### config.mk
export PLATFORM = sky130hd
export DESIGN_NAME = wdog_lockable
export DESIGN_NICKNAME = d
export VERILOG_FILES = /design/src/rtl/wdog_pkg.sv /design/src/rtl/wdog_prescaler.sv /design/src/rtl/wdog_counter.sv /design/src/rtl/wdog_rstgen.sv /design/src/rtl/wdog_lockable.sv
export SDC_FILE = /design/constraint.sdc
export NUM_CORES = 1
export LEC_CHECK = 0
export CAP_MARGIN = 20
export CORE_MARGIN = 3
export CORE_UTILIZATION = 57
export CTS_CLUSTER_SIZE = 8
export DETAILED_ROUTE_END_ITERATION = 7
export MAX_ROUTING_LAYER = met4
export PLACE_DENSITY = 0.85
export SYNTH_ARGS = -nofsm -noshare
export SYNTH_HDL_FRONTEND = slang
export SYNTH_SLANG_ARGS = --single-unit
### constraint.sdc
create_clock -name clk -period 5.6 [get_ports clk]
set_input_delay 1.12 -clock clk [delete_from_list [all_inputs] [get_ports clk]]
set_output_delay 1.12 -clock clk [all_outputs]
set_load 0.02 [all_outputs]
### src/rtl/wdog_pkg.sv
package wdog_pkg;
  // Commands after gating by the reset-out pulse
  typedef struct packed {
    logic service;
    logic disable_req;
    logic end_init;
    logic cfg_write;
    logic stat_clear;
  } wd_cmd_t;
endpackage

### src/rtl/wdog_prescaler.sv
module wdog_prescaler #(
  parameter int DIV_FAST = 2,
  parameter int DIV_SLOW = 128
) (
  input  logic clk,
  input  logic rst,
  input  logic restart,
  input  logic run,
  input  logic slow,
  output logic tick
);
  localparam int PRE_W = $clog2(DIV_SLOW);
  localparam logic [PRE_W-1:0] LIM_FAST = PRE_W'(DIV_FAST - 1);
  localparam logic [PRE_W-1:0] LIM_SLOW = PRE_W'(DIV_SLOW - 1);

  logic [PRE_W-1:0] pre_q;
  logic [PRE_W-1:0] lim;

  assign lim  = slow ? LIM_SLOW : LIM_FAST;
  assign tick = run && (pre_q >= lim);

  always_ff @(posedge clk) begin
    if (rst || restart || !run) pre_q <= '0;
    else if (tick)              pre_q <= '0;
    else                        pre_q <= pre_q + 1'b1;
  end
endmodule

### src/rtl/wdog_counter.sv
module wdog_counter #(
  parameter int CNT_W = 16
) (
  input  logic               clk,
  input  logic               rst,
  input  logic               clear,
  input  logic               load,
  input  logic [CNT_W/2-1:0] load_hi,
  input  logic               inc,
  output logic [CNT_W-1:0]   count,
  output logic               at_max
);
  localparam int LO_W = CNT_W - CNT_W/2;

  assign at_max = &count;

  always_ff @(posedge clk) begin
    if (rst || clear) count <= '0;
    else if (load)    count <= {load_hi, {LO_W{1'b0}}};
    else if (inc)     count <= count + 1'b1;
  end
endmodule

### src/rtl/wdog_rstgen.sv
module wdog_rstgen #(
  parameter int PULSE_LEN = 16
) (
  input  logic clk,
  input  logic rst,
  input  logic fire,
  output logic req,
  output logic out_n,
  output logic busy
);
  localparam int PW = $clog2(PULSE_LEN + 1);
  localparam logic [PW-1:0] LAST = PW'(PULSE_LEN - 1);

  logic [PW-1:0] pcnt;

  always_ff @(posedge clk) begin
    if (rst) begin
      busy  <= 1'b0;
      pcnt  <= '0;
      req   <= 1'b0;
      out_n <= 1'b1;
    end else if (fire && !busy) begin
      busy  <= 1'b1;
      pcnt  <= '0;
      req   <= 1'b1;
      out_n <= 1'b0;
    end else begin
      req <= 1'b0;
      if (busy) begin
        pcnt <= pcnt + 1'b1;
        if (pcnt == LAST) begin
          busy  <= 1'b0;
          out_n <= 1'b1;
        end
      end
    end
  end
endmodule

### src/rtl/wdog_lockable.sv
module wdog_lockable #(
  parameter int CNT_W     = 16,
  parameter int DIV_FAST  = 2,
  parameter int DIV_SLOW  = 128,
  parameter int PULSE_LEN = 16
) (
  input  logic               clk,
  input  logic               rst,
  input  logic               svc_i,
  input  logic               dis_i,
  input  logic               eoi_i,
  input  logic               cfg_wr_i,
  input  logic [CNT_W/2-1:0] cfg_reload_i,
  input  logic               cfg_slow_i,
  input  logic               stat_clr_i,
  output logic [CNT_W-1:0]   count_o,
  output logic               active_o,
  output logic               rst_req_o,
  output logic               rst_out_n_o,
  output logic               wd_status_o
);
  localparam int RL_W = CNT_W / 2;

  wdog_pkg::wd_cmd_t cmd;
  logic              busy;
  logic              tick;
  logic              at_max;
  logic              fire;
  logic              en_q;
  logic              lock_q;
  logic              slow_q;
  logic [RL_W-1:0]   reload_q;
  logic              stat_q;

  always_comb begin
    cmd.service     = svc_i      && !busy;
    cmd.disable_req = dis_i      && !busy;
    cmd.end_init    = eoi_i      && !busy;
    cmd.cfg_write   = cfg_wr_i   && !busy;
    cmd.stat_clear  = stat_clr_i && !busy;
  end

  assign fire = tick && at_max && !busy;

  wdog_prescaler #(.DIV_FAST(DIV_FAST), .DIV_SLOW(DIV_SLOW)) u_pre (
    .clk     (clk),
    .rst     (rst),
    .restart (fire || cmd.service),
    .run     (en_q && !busy),
    .slow    (slow_q),
    .tick    (tick)
  );

  wdog_counter #(.CNT_W(CNT_W)) u_cnt (
    .clk     (clk),
    .rst     (rst),
    .clear   (fire),
    .load    (cmd.service),
    .load_hi (reload_q),
    .inc     (tick),
    .count   (count_o),
    .at_max  (at_max)
  );

  wdog_rstgen #(.PULSE_LEN(PULSE_LEN)) u_rg (
    .clk   (clk),
    .rst   (rst),
    .fire  (fire),
    .req   (rst_req_o),
    .out_n (rst_out_n_o),
    .busy  (busy)
  );

  always_ff @(posedge clk) begin
    if (rst || fire) begin
      en_q     <= 1'b1;
      lock_q   <= 1'b0;
      slow_q   <= 1'b0;
      reload_q <= '0;
    end else begin
      if (cmd.disable_req && !lock_q) en_q <= 1'b0;
      if (cmd.end_init)               lock_q <= 1'b1;
      if (cmd.cfg_write) begin
        reload_q <= cfg_reload_i;
        slow_q   <= cfg_slow_i;
      end
    end
  end

  always_ff @(posedge clk) begin
    if (rst)                 stat_q <= 1'b0;
    else if (fire)           stat_q <= 1'b1;
    else if (cmd.stat_clear) stat_q <= 1'b0;
  end

  assign active_o    = en_q;
  assign wd_status_o = stat_q;
endmodule

==> impl_metrics.ini, run 1 <==
[pwr]
p_total_uw = 644.7
peakVddDrop_uv = 182.8
p_per_area_nw_per_um2 = 241.6
leakage_uw = 0.001053

[sta]
fmax_ghz = 0.3498
tns_ns = 0
maxSlewViolCount = 0
hold_violations = 0
finalCriticalPeriod_ns = 2.858
worst_slew_pin_slew_ns = 0.8141
setup_viol = 0
rsz0062_at_grt = false
worst_hold_slack_ns = 0.4641
fin_crit_sh_pct = 51.04
slew_headroom_pct = 45.65
skew_ns = 0.006806

[global_route]
grt_pass1_vias = 1766
grt_pass1_wl_um = 8031
antenna_found_initial = 0
grt_max_degree = 23
grt-ovfl-total = 0
grt_use_total_pct = 24.01

[synth]
ys_ff_latch = 43
syn_nets = 274
ys_types = 49
postSynthAreaPerCell_sq_um = 8.743
syn_inst = 248
synth_top_area_share_pct = 39.70
synth_area_leader_cell = dfxtp_1
synth_area_sq_um = 2168
synth_edf_count = 0
yosysWarnings = 0
yosys-top-cells-area = dfxtp_1 (40%), ha_1 (5.8%), nand2_1 (5.0%), a21oi_1 (4.8%), xor2_1 (4.4%)
async_flop_share_pct = 0
ys_seq_area_share_pct = 39.70
synth_flop_cell = dfxtp_1

[floorplan]
io_pins = 36
die_w_um = 67.68
rows = 21
die_area_sq_um = 4580
core-area_sq_um = 3495
die_y_um = 67.68
start_util_pct = 62.05

[cts]
cts-hold-fix-buffers = 0
cts_max_level = 2
cts_made_buffers = 5
cts_tree = done
ctsLongestPathBuffers = 2
cts_sinks = 43
path_clk_slew_ns = 0.08
cts_resized = 0
clk_latency_ns = 0.30
root_buffer = clkbuf_8
post_cts_buffers = 0

[run]
maxCapViolCount = 0

[layout]
nets = 309
layout-drive-gt1-share_pct = 6.338
fill_cells = 264
antenna_cells = 0
finish.instance_area_sq_um = 2669
multiInputGateArea_sq_um = 1241
area_growth_pct = 23.08
final_cells = 330
regArea_sq_um = 860.8

[setup_path]
critPathMaxStageDelay_ns = 0.62
startpoint_type = flip-flop
crit_chain = inv_1, ha_1, nand4_1, nor4_4, o21ai_2, o21ai_2, buf_4, nor3_1
end_kind = flip-flop
crit_arrival_ns = 3.04
cp_num_buf_inv = 2
cpMostUsedCell = o21ai_2
cp.required_ns = 5.78
slowest_stage = o21ai_2
path_class = flip-flop to flip-flop
crit_fanout = 17
cp_top_family = simple AND/OR/NAND/NOR gates

[place]
dp_hpwl_um = 3532
place_area_sq_um = 2544
dp_cells = 321
port_buffers = 35
routabilityCongestion = 0.8850

[drt]
wl_met2_um = 2328
vias = 1964
drt_iter0_drc = 119
met1Wirelength_um = 2100
wl_met3_um = 361
top_layer = met4
dr.pass1.iters = 5
routed_wl_um = 4836
drt-wirelength-per-cell_um = 14.65
drc = 0
viasPerCell = 5.952
ant_nets = 0

[run_status]
status = complete, no violations

[min_path]
holdCritPathClass = flip-flop to flip-flop
## kinds of logic after synthesis
kind of cell | after synthesis | share of synthesized area [%]
AOI/OAI and AO/OA | 54 | 16.50
and+or+nand+nor | 101 | 24.70
DFF | 43 | 39.70
xor gates and xnor gates | 15 | 6.059
adders and majority gates | 10 | 5.770
muxes | 9 | 4.212
buffers and inverters | 16 | 3.059
## cells in the final DEF (no fill, tap or decap), types with 2 or more instances in the layout
cell,instances
nor2b_1,7
a221oi_1,4
a211oi_1,3
inv_1,7
clkbuf_8,6
a21oi_1,21
and2_1,2
a21o_1,3
and4_1,3
nor3_1,11
mux2i_1,8
xor2_1,11
nor2_1,20
o21ai_2,2
xnor2_1,4
and3_1,5
nor4_1,3
nor4b_1,2
or4_1,2
o2111ai_1,2
clkdlybuf4s50_1,35
a21boi_0,4
ha_1,10
a22oi_1,2
nand3_1,4
nand2_1,29
o21ai_0,4
dfxtp_1,43
buf_4,2
nand4_1,5
## cell usage after synthesis, types with 5 or more instances
library cell  count
mux2i_1           8
nand2_1          29
a21oi_1          21
ha_1             10
and3_1            5
nor2_1           20
xor2_1           11
nor2b_1           7
nor3_1           11
inv_1             7
clkbuf_1          5
dfxtp_1          43
nand4_1           5
## per-stage QoR
stage               setup slack, ns  util, %
finish                        2.742    76.37
global route                  2.514    76.37
CTS                           2.496    76.15
detailed placement            2.214    72.79
global placement              2.256    72.79
floorplan                     3.550        -
## registers in the layout (all words and copies together), names as in the netlist
signal and flops:
u_rg.out_n 1, active_o 1, u_pre.pre_q 7, slow_q 1, wd_status_o 1, reload_q 8
u_rg.busy 1, u_cnt.count 16, u_rg.pcnt 5, u_rg.req 1, lock_q 1
## power by group
group          switching (uW)  internal, uW  leakage (uW)  total (uW)
Sequential               10.3           315      0.000350         325
Combinational            36.7          32.5      0.000642        69.3
Clock                     106           144     0.0000612         250
## tightest hold or removal path, stage by stage, from the launching register on
cell	delay, ns
dfxtp_1	0.31
nand2_1	0.05
a21oi_1	0.05
## area by class of cell
cell class                 count  area share (%)
multi-input combinational    189           46.51
sequential                    43           32.26
timing repair buffer          37           13.69
clock buffer                   6           3.094
tap                           46           2.157
clock inverter                 2           1.313
inverter                       7          0.9845
## layer usage
| layer | vias up | global-route usage, % |
|---|---|---|
| li1 | 974 | - |
| met1 | 910 | 29.07 |
| met5 | - | - |
| met3 | 7 | 7.488 |
| met4 | 0 | 8.101 |
| met2 | 73 | 37.67 |
## path summary, 6_finish.rpt
| path | from | end | slack [ns] | cells after the start |
|---|---|---|---|---|
| hold / removal | slow_q | slow_q | 0.46 | 2 |
| setup / recovery | slow_q | u_cnt.count[1] | 2.74 | 8 |
| hold reg to reg | slow_q | slow_q | 0.46 | 2 |
| setup reg to reg | slow_q | u_cnt.count[1] | 2.74 | 8 |
Power figures use the tool's default switching activity.
==> run 2: changes to the inputs <==
--- a/config.mk
+++ b/config.mk
@@ -7,11 +7,11 @@
 export LEC_CHECK = 0
 export CAP_MARGIN = 20
 export CORE_MARGIN = 3
-export CORE_UTILIZATION = 57
+export CORE_UTILIZATION = 53
 export CTS_CLUSTER_SIZE = 8
 export DETAILED_ROUTE_END_ITERATION = 7
 export MAX_ROUTING_LAYER = met4
-export PLACE_DENSITY = 0.85
+export PLACE_DENSITY = 0.8
 export SYNTH_ARGS = -nofsm -noshare
 export SYNTH_HDL_FRONTEND = slang
 export SYNTH_SLANG_ARGS = --single-unit
==> constraint.sdc (replaced) <==
create_clock -name clk -period 2.75 [get_ports clk]
set_input_delay 0.55 -clock clk [delete_from_list [all_inputs] [get_ports clk]]
set_output_delay 0.55 -clock clk [all_outputs]
set_load 0.02 [all_outputs]
==> impl_metrics.ini, run 2 (synthesis gave the netlist of run 1 again) <==
[drt]
drt_iter0_drc = 222
drt-wirelength-per-cell_um = 14.68
ant_nets = 0
dr.pass1.iters = 4
viasPerCell = 5.818
vias = 1949
routed_wl_um = 4919
drc = 0

[cts]
cts_max_level = 2
cts-hold-fix-buffers = 0
cts_tree = done
root_buffer = clkbuf_8
post_cts_buffers = 0
clk_latency_ns = 0.29
cts_made_buffers = 5
path_clk_slew_ns = 0.08
cts_sinks = 43
cts_resized = 0
ctsLongestPathBuffers = 2

[min_path]
holdCritPathClass = flip-flop to flip-flop
whs_endpoint = reload_q[5]
min_from = reload_q[5]
hold_path_depth = 2

[place]
dp_hpwl_um = 3661
routabilityCongestion = 0.9419
dp_cells = 328
port_buffers = 35

[global_route]
grt_max_degree = 26
grt_pass1_wl_um = 8245
grt-ovfl-total = 0
antenna_found_initial = 0
grtUsageMet2_pct = 31.58
grtUsageMet1_pct = 28.68
grt-busiest-layer = met2
grt_use_met3_pct = 3.885
grt_use_total_pct = 20.92
grt_pass1_vias = 1770

[sta]
hold_violations = 0
maxSlewViolCount = 0
slew_headroom_pct = 62.20
tns_ns = 0
skew_ns = 0.007620
worst_hold_slack_ns = 0.4619
fin_crit_sh_pct = 85.22
setup_viol = 0
fmax_ghz = 0.4267
rsz0062_at_grt = false
finalCriticalPeriod_ns = 2.344
worst_slew_pin_slew_ns = 0.5670

[setup_path]
cp.required_ns = 2.92
critPathLaunch = slow_q
crit_fanout = 25
reg2reg_depth = 8
end_kind = flip-flop
crit_arrival_ns = 2.52
path_class = flip-flop to flip-flop
r2r-end = u_cnt.count[6]
startpoint_type = flip-flop
r2r_slack_ns = 0.41
reg2reg_from = slow_q

[floorplan]
die_y_um = 69.96
start_util_pct = 57.08
core-area_sq_um = 3799
io_pins = 36
rows = 22
die_w_um = 69.96
die_area_sq_um = 4894

[layout]
area_growth_pct = 24.06
layout-drive-gt1-share_pct = 7.317
nets = 313
largest_reg_flops = 16
antenna_cells = 0
fin_util_pct = 70.82
regMostFlops = u_cnt.count
layout_commonest_cell = dfxtp_1
layout_common_cells = dfxtp_1 (43), clkdlybuf4s50_1 (35), nand2_1 (29)
reg_top3 = u_cnt.count: 16 flops, reload_q: 8 flops, u_pre.pre_q: 7 flops
final_cells = 335

[run]
maxCapViolCount = 0

[pwr]
peakVddDrop_uv = 339.2
p_per_area_nw_per_um2 = 476.4
p_total_uw = 1282
leakage_uw = 0.001061

[run_status]
status = complete, no violations
-- run 2: cell types whose count changed in the layout (fill, tap and decap cells not counted) --
cell | previous run | this run
clkinvlp_4 | 0 | 1
clkinv_2 | 1 | 0
buf_4 | 2 | 6
clkbuf_8 | 6 | 5
-- run 2: worst max-delay path by stage --
stage                     endpoint  slack [ns]  cells after the start
global placement    u_cnt.count[7]        0.54                      8
CTS                 u_cnt.count[6]        0.41                      8
floorplan           u_cnt.count[9]        0.70                      7
global route        u_cnt.count[6]        0.22                      8
detailed placement  u_cnt.count[7]        0.43                      8
finish              u_cnt.count[6]        0.41                      8
-- run 2: report_power, final --
| part | internal, uW | switching, uW | leakage, uW |
|---|---|---|---|
| clock | 265 | 209 | 0.0000502 |
| sequential | 641 | 20.9 | 0.000350 |
| combinational | 69.1 | 76.1 | 0.000661 |
| total | 975 | 306 | 0.00106 |
-- run 2: critical path, cell delays in order, from the launching register on --
cell and delay [ns]:
dfxtp_1 0.34, inv_1 0.11, ha_1 0.37, nand4_1 0.18, nor4_4 0.48, o21ai_2 0.14
o21ai_2 0.18, buf_4 0.31, nor3_1 0.10
-- run 2: final cells by class --
class	instances	area (sq um)
clock inverter	2	37.54
timing repair buffer	41	395.4
multi-input combinational	189	1241
tap	48	60.06
fill	316	1109
inverter	7	26.28
clock buffer	5	68.82
sequential	43	860.8
-- run 2: through the flow --
| step | setup slack [ns] | cell area (sq um) |
|---|---|---|
| after global routing | 0.2225 | 2690 |
| after global placement | 0.5400 | 2584 |
| after detailed placement | 0.4322 | 2584 |
| final | 0.4064 | 2690 |
| after floorplan | 0.7003 | 2168 |
| after CTS | 0.4052 | 2690 |
-- run 2: layer usage --
layer / routed length [um] / share of wire, %
met1: 2354 / 48
met2: 2219 / 45
met3: 288 / 5.9
met4: 56 / 1.1
met5: 0 / 0
==> run 3: changes to the inputs <==
--- a/config.mk
+++ b/config.mk
@@ -10,8 +10,10 @@
 export CORE_UTILIZATION = 53
 export CTS_CLUSTER_SIZE = 8
 export DETAILED_ROUTE_END_ITERATION = 7
+export GPL_TIMING_DRIVEN = 0
 export MAX_ROUTING_LAYER = met4
 export PLACE_DENSITY = 0.8
+export SKIP_CTS_REPAIR_TIMING = 1
 export SYNTH_ARGS = -nofsm -noshare
 export SYNTH_HDL_FRONTEND = slang
 export SYNTH_SLANG_ARGS = --single-unit
==> impl_metrics.ini, run 3 (synthesis gave the netlist of run 1 again) <==
[sta]
worst_slew_pin_slew_ns = 0.6008
fmax_ghz = 0.4086
worst_hold_slack_ns = 0.4606
maxSlewViolCount = 0
setup_viol = 0
tns_ns = 0
hold_violations = 0
slew_headroom_pct = 59.95
fin_crit_sh_pct = 89.00
finalCriticalPeriod_ns = 2.447
fin_ws_ns = 0.3026
skew_ns = 0.006154
rsz0062_at_grt = false

[setup_path]
critPathLaunch = slow_q
critPathMaxStageDelay_ns = 0.48
r2r-end = u_pre.pre_q[3]
reg2reg_depth = 7
cpMostUsedCell = nor2_1
cp_top_family = simple AND/OR/NAND/NOR gates
crit_chain = inv_1, ha_1, a211oi_1, nor3_1, nor2_1, nand3_1, nor2_1
slowest_stage = nor2_1
end_kind = flip-flop
endpoint = u_pre.pre_q[3]
path_depth = 7
cp_num_buf_inv = 1
r2r_slack_ns = 0.30
cp.required_ns = 2.97
path_class = flip-flop to flip-flop
reg2reg_from = slow_q
startpoint_type = flip-flop
crit_fanout = 7
crit_arrival_ns = 2.67

[layout]
layout-drive-gt1-share_pct = 6.186
antenna_cells = 0
fill_cells = 329
final_cells = 339
reg_top3 = u_cnt.count: 16 flops, reload_q: 8 flops, u_pre.pre_q: 7 flops
layout_commonest_cell = dfxtp_1
layout_common_cells = dfxtp_1 (43), clkdlybuf4s50_1 (35), nand2_1 (29)
largest_reg_flops = 16
nets = 316
fin_util_pct = 70.13
regMostFlops = u_cnt.count
area_growth_pct = 22.85

[drt]
routed_wl_um = 4959
drc = 0
dr.pass1.iters = 4
ant_nets = 0
drt-wirelength-per-cell_um = 14.63
vias = 1940
viasPerCell = 5.723
drt_iter0_drc = 161

[pwr]
clock_power_share_pct = 32.4
swShare_pct = 25.58
p_int_uw = 885.5
peakVddDrop_uv = 317.6
power.share.sequential_pct = 55.6
pwr-share-comb_pct = 12.0
leakage_uw = 0.001043
p_per_area_nw_per_um2 = 446.7
switchingPower_uw = 304.3

[floorplan]
die_w_um = 69.96
core-area_sq_um = 3799
rows = 22
start_util_pct = 57.08
die_y_um = 69.96
io_pins = 36
die_area_sq_um = 4894

[cts]
cts_sinks = 43
cts_tree = done
path_clk_slew_ns = 0.08
ctsLongestPathBuffers = 2
root_buffer = clkbuf_8
clk_latency_ns = 0.29
cts_max_level = 2
cts_made_buffers = 5

[global_route]
grt_max_degree = 14
grt_pass1_wl_um = 8362
grt_pass1_vias = 1781
antenna_found_initial = 0
grt-ovfl-total = 0
grt_use_total_pct = 21.23

[run]
maxCapViolCount = 0

[run_status]
status = complete, no violations

[place]
routabilityCongestion = 0.8821
dp_cells = 331
place_ws_ns = 0.3200
port_buffers = 35
dp_hpwl_um = 3714

[min_path]
holdCritPathClass = flip-flop to flip-flop
min_from = reload_q[4]
==> run 3: cell type report <==
type                            count  area (sq um)  share of cell area [%]
Multi-Input combinational cell    189          1241                   46.59
Sequential cell                    43         860.8                   32.32
Timing Repair Buffer               35         350.3                   13.15
Clock buffer                        6         72.57                   2.724
Tap cell                           48         60.06                   2.255
Buffer                              9         40.04                   1.503
Inverter                            7         26.28                  0.9864
Clock inverter                      2         12.51                  0.4697
==> run 3: power groups by stage <==
stage | logic, uW | registers, uW | clock network [uW]
floorplan | 74.6 | 681 | 0
global placement | 140 | 676 | 0
detailed placement | 143 | 676 | 0
CTS | 143 | 661 | 397
global route | 157 | 665 | 422
finish | 142 | 662 | 386
==> run 3: how the worst min path moves through the flow <==
stage                     end  slack, ns  cells after the start
6_report          reload_q[4]       0.46                      2
5_1_grt           reload_q[7]       0.49                      2
4_1_cts           reload_q[6]       0.46                      2
3_5_place_dp      reload_q[6]       0.45                      2
3_3_place_gp      reload_q[6]       0.45                      2
2_1_floorplan  u_pre.pre_q[0]       0.43                      1
==> run 3: tightest hold or removal path: stages, from the launching register on <==
cell and delay [ns]:
dfxtp_1 0.31, nand2_1 0.05, a21oi_1 0.05
==> run 3: layer usage <==
layer	up-vias	global-route usage (%)	share of wire, %
met2	51	32.32	48
met1	896	28.32	48
met4	0	7.872	0.89
met5	-	-	0
met3	5	3.453	3.8
li1	988	-	-
==> run 3: per-stage QoR <==
stage          total power [uW]  area, sq um
6_report                   1190         2664
5_1_grt                    1244         2664
4_1_cts                    1201         2664
3_5_place_dp              818.5         2579
3_3_place_gp              816.0         2579
2_1_floorplan             755.5         2168
